[src/rtl/dispf_pkg.sv]
package dispf_pkg;
  localparam int OPID_W = 2;

  typedef enum logic [OPID_W-1:0] {
    OP_READ    = 2'd0,
    OP_WRITE   = 2'd1,
    OP_ACKWR   = 2'd2,
    OP_SPARE   = 2'd3
  } op_code_e;
endpackage

[src/rtl/dispf_store.sv]
module dispf_store #(
  parameter int W     = 2,
  parameter int DEPTH = 4,
  parameter int AW    = 2
) (
  input  logic          clk,
  input  logic          we,
  input  logic [AW-1:0] waddr,
  input  logic [W-1:0]  wdata,
  input  logic [AW-1:0] raddr,
  output logic [W-1:0]  rdata
);
  logic [W-1:0] mem [DEPTH];

  always_ff @(posedge clk) begin
    if (we) mem[waddr] <= wdata;
  end

  assign rdata = mem[raddr];
endmodule

[src/rtl/dispf_ptrs.sv]
module dispf_ptrs #(
  parameter int DEPTH = 4,
  parameter int AW    = 2
) (
  input  logic          clk,
  input  logic          rst,
  input  logic          push,
  input  logic          pop,
  output logic          wr_en,
  output logic [AW-1:0] wptr,
  output logic [AW-1:0] rptr,
  output logic          full,
  output logic          empty
);
  localparam int CW = $clog2(DEPTH + 1);
  localparam logic [AW-1:0] LAST = AW'(DEPTH - 1);

  logic [CW-1:0] cnt_q, cnt_n;
  logic          do_push, do_pop;

  assign do_push = push && !full;
  assign do_pop  = pop && !empty;
  assign wr_en   = do_push;

  always_comb begin
    case ({do_push, do_pop})
      2'b10:   cnt_n = cnt_q + CW'(1);
      2'b01:   cnt_n = cnt_q - CW'(1);
      default: cnt_n = cnt_q;
    endcase
  end

  always_ff @(posedge clk) begin
    if (rst) begin
      cnt_q <= '0;
      wptr  <= '0;
      rptr  <= '0;
      full  <= 1'b0;
      empty <= 1'b1;
    end else begin
      cnt_q <= cnt_n;
      full  <= (cnt_n == CW'(DEPTH));
      empty <= (cnt_n == '0);
      if (do_push) wptr <= (wptr == LAST) ? '0 : wptr + AW'(1);
      if (do_pop)  rptr <= (rptr == LAST) ? '0 : rptr + AW'(1);
    end
  end
endmodule

[src/rtl/dispf_gate.sv]
module dispf_gate #(
  parameter int ID_W = 2,
  parameter int NH   = 4
) (
  input  logic [NH-1:0]   start,
  input  logic            valid,
  input  logic [ID_W-1:0] head,
  output logic [NH-1:0]   grant
);
  for (genvar k = 0; k < NH; k++) begin : g_hnd
    localparam logic [ID_W-1:0] KID = ID_W'(k);
    assign grant[k] = start[k] && valid && (head == KID);
  end
endmodule

[src/rtl/inorder_dispatch_fifo.sv]
module inorder_dispatch_fifo #(
  parameter int ID_W  = dispf_pkg::OPID_W,
  parameter int DEPTH = 4,
  parameter int NH    = 2 ** ID_W
) (
  input  logic            clk,
  input  logic            rst,
  input  logic            req_done,
  input  logic [ID_W-1:0] req_op,
  input  logic            rsp_done,
  input  logic [NH-1:0]   rsp_start,
  output logic [NH-1:0]   rsp_grant,
  output logic [ID_W-1:0] head_op,
  output logic            head_valid,
  output logic            full,
  output logic            empty
);
  localparam int AW = (DEPTH > 1) ? $clog2(DEPTH) : 1;

  logic          wr_en;
  logic [AW-1:0] wptr, rptr;

  dispf_ptrs #(.DEPTH(DEPTH), .AW(AW)) u_ptrs (
    .clk(clk), .rst(rst), .push(req_done), .pop(rsp_done),
    .wr_en(wr_en), .wptr(wptr), .rptr(rptr), .full(full), .empty(empty)
  );

  dispf_store #(.W(ID_W), .DEPTH(DEPTH), .AW(AW)) u_store (
    .clk(clk), .we(wr_en), .waddr(wptr), .wdata(req_op),
    .raddr(rptr), .rdata(head_op)
  );

  assign head_valid = !empty;

  dispf_gate #(.ID_W(ID_W), .NH(NH)) u_gate (
    .start(rsp_start), .valid(head_valid), .head(head_op), .grant(rsp_grant)
  );
endmodule

[config.mk]
export PLATFORM = sky130hd
export DESIGN_NAME = inorder_dispatch_fifo
export DESIGN_NICKNAME = d
export VERILOG_FILES = /design/src/rtl/dispf_pkg.sv /design/src/rtl/dispf_store.sv /design/src/rtl/dispf_ptrs.sv /design/src/rtl/dispf_gate.sv /design/src/rtl/inorder_dispatch_fifo.sv
export SDC_FILE = /design/constraint.sdc
export NUM_CORES = 1
export LEC_CHECK = 0
export ABC_CLOCK_PERIOD_IN_PS = 5880
export BUFFER_PORTS_ARGS = -buffer_cell sky130_fd_sc_hd__buf_2
export CAP_MARGIN = 10
export CORE_MARGIN = 4
export CORE_UTILIZATION = 55
export CTS_CLUSTER_SIZE = 16
export DETAILED_ROUTE_END_ITERATION = 12
export PLACE_DENSITY = 0.92
export RECOVER_POWER = 100
export SKIP_CTS_REPAIR_TIMING = 1
export SLEW_MARGIN = 20
export SYNTH_ARGS = -nofsm -noshare
export SYNTH_HDL_FRONTEND = slang
export SYNTH_SLANG_ARGS = --single-unit
[constraint.sdc]
create_clock -name clk -period 5.88 [get_ports clk]
set_input_delay 0.588 -clock clk [delete_from_list [all_inputs] [get_ports clk]]
set_output_delay 0.588 -clock clk [all_outputs]
set_load 0.02 [all_outputs]
# --- Yosys cells after proc, flatten, opt, wreduce, memory -nomap -nowiden ---
# Memories as Yosys holds them, arrays and structs flattened. A register that Yosys moved wholly into a read port is not among the register bits.
# Index checks and enable logic that the tools add are counted.
word_totals:
  ff_bits: 9
  ramBits: 8
  memories: 1
  out_inout_bits: 9
  elab_cells: 39
memory_table:
  columns: ["memory", "words", "word_bits", "rd", "rd_clocked_by_memory_dff", "wr", "line_no", "rtl"]
  rows:
  - ["u_store.mem", 4, 2, 1, 1, 1, "dispf_store.sv:13", "logic [W-1:0] mem [DEPTH];"]
op_classes:
  reduce_logical: 14
  n_mux: 7
  n_eq_ne: 8
  add_sub_neg: 4
ops:
  columns: ["cell", "count"]
  rows:
  - ["equality test 2 bit, second input constant", 5]
  - ["logical AND 1 bit", 10]
  - ["2-to-1 mux 2 bit", 4]
  - ["case mux 3 bit (2 select lines)", 1]
  - ["adder 2 x 1 -> 2 bit, second input constant", 2]
  - ["equality test 2 x 1 -> 1 bit, second input constant", 2]
  - ["adder 3 x 1 -> 3 bit, second input constant", 1]
  - ["equality test 3 bit, second input constant", 1]
  - ["zero test 3 bit", 1]
  - ["subtractor 3 x 1 -> 3 bit, second input constant", 1]
  - ["zero test 1 bit", 2]
  - ["zero test 2 bit", 1]
  - ["2-to-1 mux 1 bit", 2]

# --- Longest topological paths before layout ---
# Gate-level depths: netlist (run 1).
depth:
  depth_word: 5
  ltp_mapped: 8
  depth_no_buf: 7

# --- Hierarchy ---
# From an unflattened synthesis (run 1), not the netlist that was laid out.
unflattened:
  hier_cells: 65
  hier_area_um2: 825.8
by_module_without_submodules:
  columns: ["module", "cells_each", "area_each_um2", "n_inst", "seq_area_each_um2"]
  rows:
  - ["dispf_ptrs", 46, 452.9, 1, 180.2]
  - ["dispf_store", 14, 324.1, 1, 240.2]
  - ["dispf_gate", 4, 45.0, 1, 0.0]
  - ["inorder_dispatch_fifo", 1, 3.8, 1, 0.0]

# --- Worst setup path before layout (run 1) ---
# Ideal clock, no wire load.
synth_path:
  kind: "input-to-reg"
  startpoint: "input req_done"
  endpoint: "register u_ptrs.empty"
  setup_ns: 0.116
  cell_stages: 8
  arrival_ns: 2.286
  setup_slack_ns: 3.479
  cell_sequence: "nor2b_1 -> clkbuf_1 -> inv_1 -> ha_1 -> fa_1 -> xnor2_1 -> or4_4 -> and3_1"
synth_via:
  elab_chain_cells: 4
  elab_cells_between_ends: 5
synth_lines:
  columns: ["element", "line_no", "rtl"]
  rows:
  - ["start: declaration", "inorder_dispatch_fifo.sv:8", "input logic req_done,"]
  - ["logical AND 1 bit (*)", "dispf_ptrs.sv:21", "assign do_push = push && !full;"]
  - ["equality test 2 x 1 -> 1 bit or equality test 2 bit (tied branches)", "dispf_ptrs.sv:26", "case ({do_push, do_pop})"]
  - ["case mux 3 bit (2 select lines) (*)", "dispf_ptrs.sv:26", null]
  - ["zero test 3 bit (*)", "dispf_ptrs.sv:43", "empty <= (cnt_n == '0);"]
  - ["end signal: assignment", "dispf_ptrs.sv:43", null]
  - ["end: declaration", "dispf_ptrs.sv:13", "output logic empty"]
# Mark *: on every way between the ends. The rest lies on a longest branch, timed or not.
# A chain may end at the register's enable or synchronous reset.

==> metrics.csv, run 1 <==
stage;metric;value;unit
logic_synthesis;register bit count reported by yosys;19;
die;# IOs;19;
finish;number of diodes;0;
finish;# nets final;118;
timing;RSZ-0062 raised after global routing;no;
die;initial core utilization;0.598;
worst_setup_path;CP Class;flip-flop to output pin;
grt;first-pass GRT wire length;2550;um
route;routed wire length;1500;um
cts;total clock sinks;19;
logic_synthesis;multiplexer share of the synthesized area;0.102;
cts;clock buffer depth;2;
grt;largest net degree at the start of global routing;13;
worst_setup_path;Data required, critical path;5.29;ns
power_and_ir_drop;leak pwr;0.439;nW
timing;Tcrit/Tclk final;0.405;
logic_synthesis;Simple-Gate Fraction of Synth Area;0.187;
die;Rows;14;
placement;GP Congestion;0.699;
worst_setup_path;worst-path maximum fanout;7;
worst_setup_path;CP arrival;1.79;ns
route;Routed WL per cell;12.9;um
worst_setup_path;Worst setup EP type;output pin;
status;status;finished clean;
die;core box area;1540;um^2
timing;Hold Vio Cnt, Final;0;
grt;met3 Track Usage GR;0.0489;
timing;min cycle time layout;2.38;ns
cts;total CTS buffers;3;
grt;vias in the first global route;568;
cts;CTS tree;yes;
grt;met2 GRT Util;0.226;
route;first drt pass iteration count;4;
timing;Worst Max-Slew Pin Slew;0.450;ns
timing;Max Fclk;420;MHz
route;post-route antenna net violation count;0;
logic_synthesis;Distinct cells, synth;27;
logic_synthesis;post-synthesis compound-gate area fraction;0.0529;
logic_synthesis;XOR/XNOR share of the synthesized area;0.0190;
logic_synthesis;synthesized cell area;922;um^2
finish;Fillers;127;
timing;max_slew headroom;0.699;
logic_synthesis;Cells after Synth;81;
cts;Worst-path clk slew;0.12;ns
finish;fraction of layout cells with a size suffix above 1;0.140;
cts;worst-skew pair later-pin latency;0.31;ns
cts;CTS root buffer;clkbuf_4;
run;max_cap viols;0;
grt;Congestion Overflow GR;0;
logic_synthesis;Post-Syn Area per Cell;11.4;um^2
logic_synthesis;Post-Synth Adder-Cell Area;0.103;
finish;area grow syn2layout;11.3;%
cts;# H-tree levels;1;
route;via count;629;
route;post-DR vias/cell;5.42;
finish;final cell count without fillers;116;
placement;dpl cells;112;
placement;port bufs;18;
grt;Total GRT Usage;0.143;
timing;fin. max-slew vios;0;
die;Chip Height;48.9;um
worst_hold_path;hold crit path type;input pin to flip-flop;
logic_synthesis;Synth warnings;0;
grt;initial antenna violation count;0;
route;# DRC;0;
worst_setup_path;CP Launch Type;flip-flop;
logic_synthesis;Synthesized Nets;98;
timing;setup ws final;3.50;ns
timing;Setup Viol. Count Final;0;
die;chip width;48.9;um
power_and_ir_drop;total power per unit cell area;375;nW/um^2
timing;clock skew;0.0200;ns
logic_synthesis;combinational family with the most area after synthesis;simple AND/OR/NAND/NOR gates;
timing;Post-Route Setup TNS;0;ns
logic_synthesis;sequential share of the synthesized area;0.499;
worst_setup_path;R2R setup slack;3.56;ns
grt;grt met1 use;0.161;
grt;grt peak-use layer;met2;
placement;Setup WS pre-CTS;3.25;ns
power_and_ir_drop;peak supply drop;233;uV
die;die area;2400;um^2
route;initial DRC count;10;
[stage by stage]
| stage | area (um^2) | util | hold slack (ns) | power [mW] |
|---|---|---|---|---|
| after floorplan | 922 | - | 0.492 | 0.292 |
| after global placement | 1010 | 0.657 | 0.510 | 0.319 |
| after detailed placement | 1010 | 0.657 | 0.558 | 0.324 |
| after CTS | 1040 | 0.676 | 0.483 | 0.392 |
| after global routing | 1030 | 0.666 | 0.556 | 0.412 |
| final | 1030 | 0.666 | 0.549 | 0.385 |
[cells in the mapped netlist]
| cell | n | area (um^2) |
|---|---|---|
| a211o_1 | 1 | 8.76 |
| a21oi_1 | 2 | 10.0 |
| a22oi_1 | 1 | 7.51 |
| and2_1 | 4 | 25.0 |
| and3_1 | 3 | 18.8 |
| and3b_1 | 2 | 17.5 |
| buf_6 | 1 | 11.3 |
| clkbuf_1 | 2 | 7.51 |
| dfxtp_1 | 11 | 220 |
| edfxtp_1 | 8 | 240 |
| fa_1 | 1 | 20.0 |
| ha_1 | 6 | 75.1 |
| inv_1 | 4 | 15.0 |
| mux2_2 | 1 | 11.3 |
| mux2i_1 | 6 | 60.1 |
| mux4_2 | 1 | 22.5 |
| nand2_1 | 2 | 7.51 |
| nor2_1 | 12 | 45.0 |
| nor2b_1 | 4 | 25.0 |
| nor4b_1 | 1 | 8.76 |
| o21ai_0 | 1 | 5.00 |
| o2bb2ai_1 | 2 | 17.5 |
| or2_2 | 1 | 6.26 |
| or2b_1 | 1 | 7.51 |
| or4_4 | 1 | 11.3 |
| xnor2_1 | 1 | 8.76 |
| xor2_1 | 1 | 8.76 |
[critical path, cell delays in order, from the launching register on]
cell	delay (ns)
dfxtp_1	0.45
mux4_2	0.57
and3b_1	0.23
clkbuf_1	0.23
[layout by cell type, fill, tap and decap left out, types with 3 or more instances in the layout]
master | synthesis | final
and2_0 | 0 | 4
and3_1 | 3 | 3
clkbuf_4 | 0 | 3
dfxtp_1 | 11 | 11
inv_1 | 4 | 4
mux2i_1 | 6 | 6
nor2_1 | 12 | 12
nor2b_1 | 4 | 4
ha_1 | 6 | 6
edfxtp_1 | 8 | 8
clkbuf_1 | 2 | 10
buf_2 | 0 | 8
[per-layer routing]
metal | up-vias | routed length (um)
met5 | - | 0
met4 | 0 | 42
met3 | 5 | 121
met2 | 20 | 731
met1 | 286 | 602
li1 | 318 | -
[cell type report]
type,count,area (um^2),share of cell area
clock buffers,3,22.5,0.0220
clock inverters,1,6.26,0.00610
inverters,4,15.0,0.0146
multi-input cells,55,424,0.413
flip-flops and latches,19,460,0.449
well taps,16,20.0,0.0195
repair buffers,18,77.6,0.0756
[path summary, 6_finish.rpt]
path | from | endpoint | cells past startpoint
min reg2reg | u_ptrs.wptr[1]$_SDFFE_PP0P_ | u_ptrs.wptr[1]$_SDFFE_PP0P_ | 2
max | flip-flop | rsp_grant[0] | 3
max reg2reg | u_ptrs.full$_SDFF_PP0_ | u_ptrs.empty$_SDFF_PP1_ | 7
min | req_op[1] | u_store.mem[0][1]$_DFFE_PP_ | 1
[power breakdown]
| group | internal [mW] | switching, mW |
|---|---|---|
| registers | 0.160 | 0.0242 |
| logic | 0.0588 | 0.0743 |
| clock network | 0.0264 | 0.0411 |
[cell families after synthesis]
| family | after synthesis |
|---|---|
| compound gates | 7 |
| xor+xnor | 2 |
| mux | 8 |
| buf+inv | 7 |
| simple gates | 31 |
| fa+ha+maj | 7 |
| flops | 19 |
Note: power is estimated with default switching activity, not from simulation.
==> inputs of run 2 (changes only) <==
--- a/config.mk
+++ b/config.mk
@@ -5,14 +5,15 @@
 export SDC_FILE = /design/constraint.sdc
 export NUM_CORES = 1
 export LEC_CHECK = 0
-export ABC_CLOCK_PERIOD_IN_PS = 5880
+export ABC_AREA = 1
+export ABC_CLOCK_PERIOD_IN_PS = 2300
 export BUFFER_PORTS_ARGS = -buffer_cell sky130_fd_sc_hd__buf_2
 export CAP_MARGIN = 10
 export CORE_MARGIN = 4
-export CORE_UTILIZATION = 55
+export CORE_UTILIZATION = 51
 export CTS_CLUSTER_SIZE = 16
 export DETAILED_ROUTE_END_ITERATION = 12
-export PLACE_DENSITY = 0.92
+export PLACE_DENSITY = 0.87
 export RECOVER_POWER = 100
 export SKIP_CTS_REPAIR_TIMING = 1
 export SLEW_MARGIN = 20
==> constraint.sdc (replaced) <==
create_clock -name clk -period 2.3 [get_ports clk]
set_input_delay 0.23 -clock clk [delete_from_list [all_inputs] [get_ports clk]]
set_output_delay 0.23 -clock clk [all_outputs]
set_load 0.02 [all_outputs]
==> metrics.csv, run 2 <==
stage;metric;value;unit;change
cts;CTS tree;yes;;
worst_setup_path;Worst setup EP type;flip-flop;;
cts;CTS root buffer;clkbuf_4;;
route;Routed WL per cell;11.0;um;-15%
placement;GP Congestion;0.760;;+8.7%
die;Rows;14;;unchanged
worst_setup_path;CP arrival;2.04;ns;+0.25 ns
worst_setup_path;worst-path maximum fanout;6;;-1
placement;dpl cells;136;;+21%
grt;largest net degree at the start of global routing;11;;-2
timing;Worst Max-Slew Pin Slew;0.259;ns;-0.192 ns
logic_synthesis;most common cell in the netlist;nand2_1;;
logic_synthesis;top post-synthesis cells by count;23 x nand2_1, 15 x inv_1, 11 x dfxtp_1, 11 x nor2_1, 8 x edfxtp_1;;
grt;initial antenna violation count;0;;unchanged
route;post-route antenna net violation count;0;;unchanged
cts;worst-skew pair later-pin latency;0.29;ns;-0.02 ns
logic_synthesis;top cells by area, synth;edfxtp_1 27%, dfxtp_1 25%, nand2_1 9.7%;;
route;via count;680;;+8.1%
placement;cell area after placement;1000;um^2;-0.99%
die;die area;2490;um^2;+3.8%
power_and_ir_drop;total power per unit cell area;963;nW/um^2;+160%
logic_synthesis;Post-Syn Area per Cell;8.76;um^2;-23%
route;post-DR vias/cell;4.86;;-10%
logic_synthesis;register bit count reported by yosys;19;;unchanged
die;initial core utilization;0.567;;-0.0315
timing;clock skew;0.0111;ns;-0.00892 ns
power_and_ir_drop;peak supply drop;485;uV;+110%
timing;RSZ-0062 raised after global routing;no;;
die;# IOs;19;;unchanged
finish;number of diodes;0;;unchanged
logic_synthesis;sequential share of the synthesized area;0.515;;+0.0161
timing;Post-Route Setup TNS;0;ns;unchanged
die;Chip Height;49.9;um;+1.9%
power_and_ir_drop;leak pwr;0.471;nW;+7.4%
grt;Total GRT Usage;0.136;;-0.00682
worst_setup_path;CP Launch Type;flip-flop;;
logic_synthesis;Post-synth ARST share;0;;unchanged
finish;final cell count without fillers;140;;+21%
finish;# nets final;142;;+20%
route;first drt pass iteration count;4;;unchanged
die;chip width;49.9;um;+1.9%
cts;Worst-path clk slew;0.11;ns;about the same
timing;max_slew headroom;0.828;;+0.129
finish;post-route cell area;1010;um^2;-1.2%
worst_hold_path;hold crit path type;input pin to flip-flop;;
logic_synthesis;synthesized cell area;893;um^2;-3.1%
finish;area grow syn2layout;13.4;%;
logic_synthesis;Synth warnings;0;;unchanged
logic_synthesis;Synth top area share;0.269;;+0.00839
cts;# H-tree levels;1;;unchanged
route;routed wire length;1530;um;+2.4%
logic_synthesis;post-synth top area cell;edfxtp_1;;
placement;port bufs;18;;unchanged
route;# DRC;0;;unchanged
timing;Setup Viol. Count Final;0;;unchanged
timing;min cycle time layout;1.81;ns;
grt;first-pass GRT wire length;2610;um;+2.4%
placement;post-DP HPWL;1270;um;
grt;Congestion Overflow GR;0;;unchanged
logic_synthesis;Synthesized Nets;119;;+21%
die;core box area;1580;um^2;+2.3%
timing;Hold Vio Cnt, Final;0;;unchanged
run;max_cap viols;0;;unchanged
worst_setup_path;Data required, critical path;2.54;ns;-2.75 ns
timing;fin. max-slew vios;0;;unchanged
logic_synthesis;EDFF count, synth;8;;unchanged
logic_synthesis;Post-synth top flop;dfxtp_1;;
finish;most common cell after layout, fill and taps aside;nand2_1;;
timing;Tcrit/Tclk final;0.786;;
finish;most frequent cells in the layout;25 x nand2_1, 15 x inv_1, 11 x nor2_1, 11 x dfxtp_1, 10 x clkbuf_1;;
route;initial DRC count;21;;+11
logic_synthesis;Cells after Synth;102;;+26%
status;status;finished clean;;
worst_setup_path;CP Class;flip-flop to flip-flop;;
cts;total clock sinks;19;;unchanged
cts;clock buffer depth;2;;unchanged
grt;vias in the first global route;664;;+17%
finish;fraction of layout cells with a size suffix above 1;0.145;;+0.00516
logic_synthesis;Distinct cells, synth;18;;-33%
cts;total CTS buffers;3;;unchanged
timing;Max Fclk;553;MHz;
==> run 2: logic make-up (layout without fill, tap and decap cells) <==
group / count (synthesis) / count (layout) / share of synthesized area
fa+ha+maj: 7 / 7 / 0.106
buf+inv: 19 / 41 / 0.0798
xor+xnor: 1 / 1 / 0.00981
compound gates: 9 / 9 / 0.0560
flops: 19 / 19 / 0.515
simple gates: 47 / 47 / 0.232
==> run 2: report_power, final <==
part / internal, mW / leakage, nW / switching [mW] / total (mW)
Combinational: 0.121 / 0.292 / 0.244 / 0.364
Sequential: 0.411 / 0.164 / 0.0401 / 0.451
Clock: 0.0673 / 0.0150 / 0.0933 / 0.161
Total: 0.599 / 0.471 / 0.377 / 0.976
==> run 2: worst paths after layout <==
check             slack (ns)  cells after the start                        start                          to
setup / recovery        0.49                     10      u_ptrs.empty$_SDFF_PP1_      u_ptrs.full$_SDFF_PP0_
hold / removal          0.13                      2                          rst  u_ptrs.cnt_q[2]$_SDFF_PP0_
setup reg to reg        0.49                     10      u_ptrs.empty$_SDFF_PP1_      u_ptrs.full$_SDFF_PP0_
hold reg to reg         0.51                      2  u_ptrs.rptr[1]$_SDFFE_PP0N_                   flip-flop
==> run 2: worst max-delay path, stage by stage, from the launching register on <==
cell     delay, ns
dfxtp_1       0.32
inv_1         0.13
nand2_1       0.08
inv_1         0.12
ha_1          0.22
fa_1          0.43
nand2_1       0.09
nand2_1       0.05
nor2_1        0.13
nand2_1       0.07
nor2_1        0.08
==> run 2: routing by layer <==
metal,part of all wire,routed length [um],track usage
met5,0,0,0
met4,0.018,27,0.0691
met3,0.048,74,0.0211
met2,0.51,783,0.240
met1,0.42,648,0.158
==> run 2: area by class of cell <==
| cell class | instances | area (um^2) |
|---|---|---|
| tap | 16 | 20.0 |
| inverter | 19 | 71.3 |
| timing repair buffer | 18 | 78.8 |
| multi-input combinational | 64 | 357 |
| fill | 140 | 563 |
| clock buffer | 4 | 26.3 |
| sequential | 19 | 460 |
==> run 2: stage by stage <==
step / worst slack, ns / power [mW] / hold WS [ns] / util
finish: 0.492 / 0.976 / 0.133 / 0.643
global route: 0.270 / 1.06 / 0.124 / 0.643
CTS: 0.487 / 0.991 / 0.132 / 0.653
detailed placement: 0.529 / 0.837 / 0.439 / 0.637
global placement: 0.594 / 0.812 / 0.438 / 0.637
floorplan: 0.451 / 0.733 / 0.299 / -
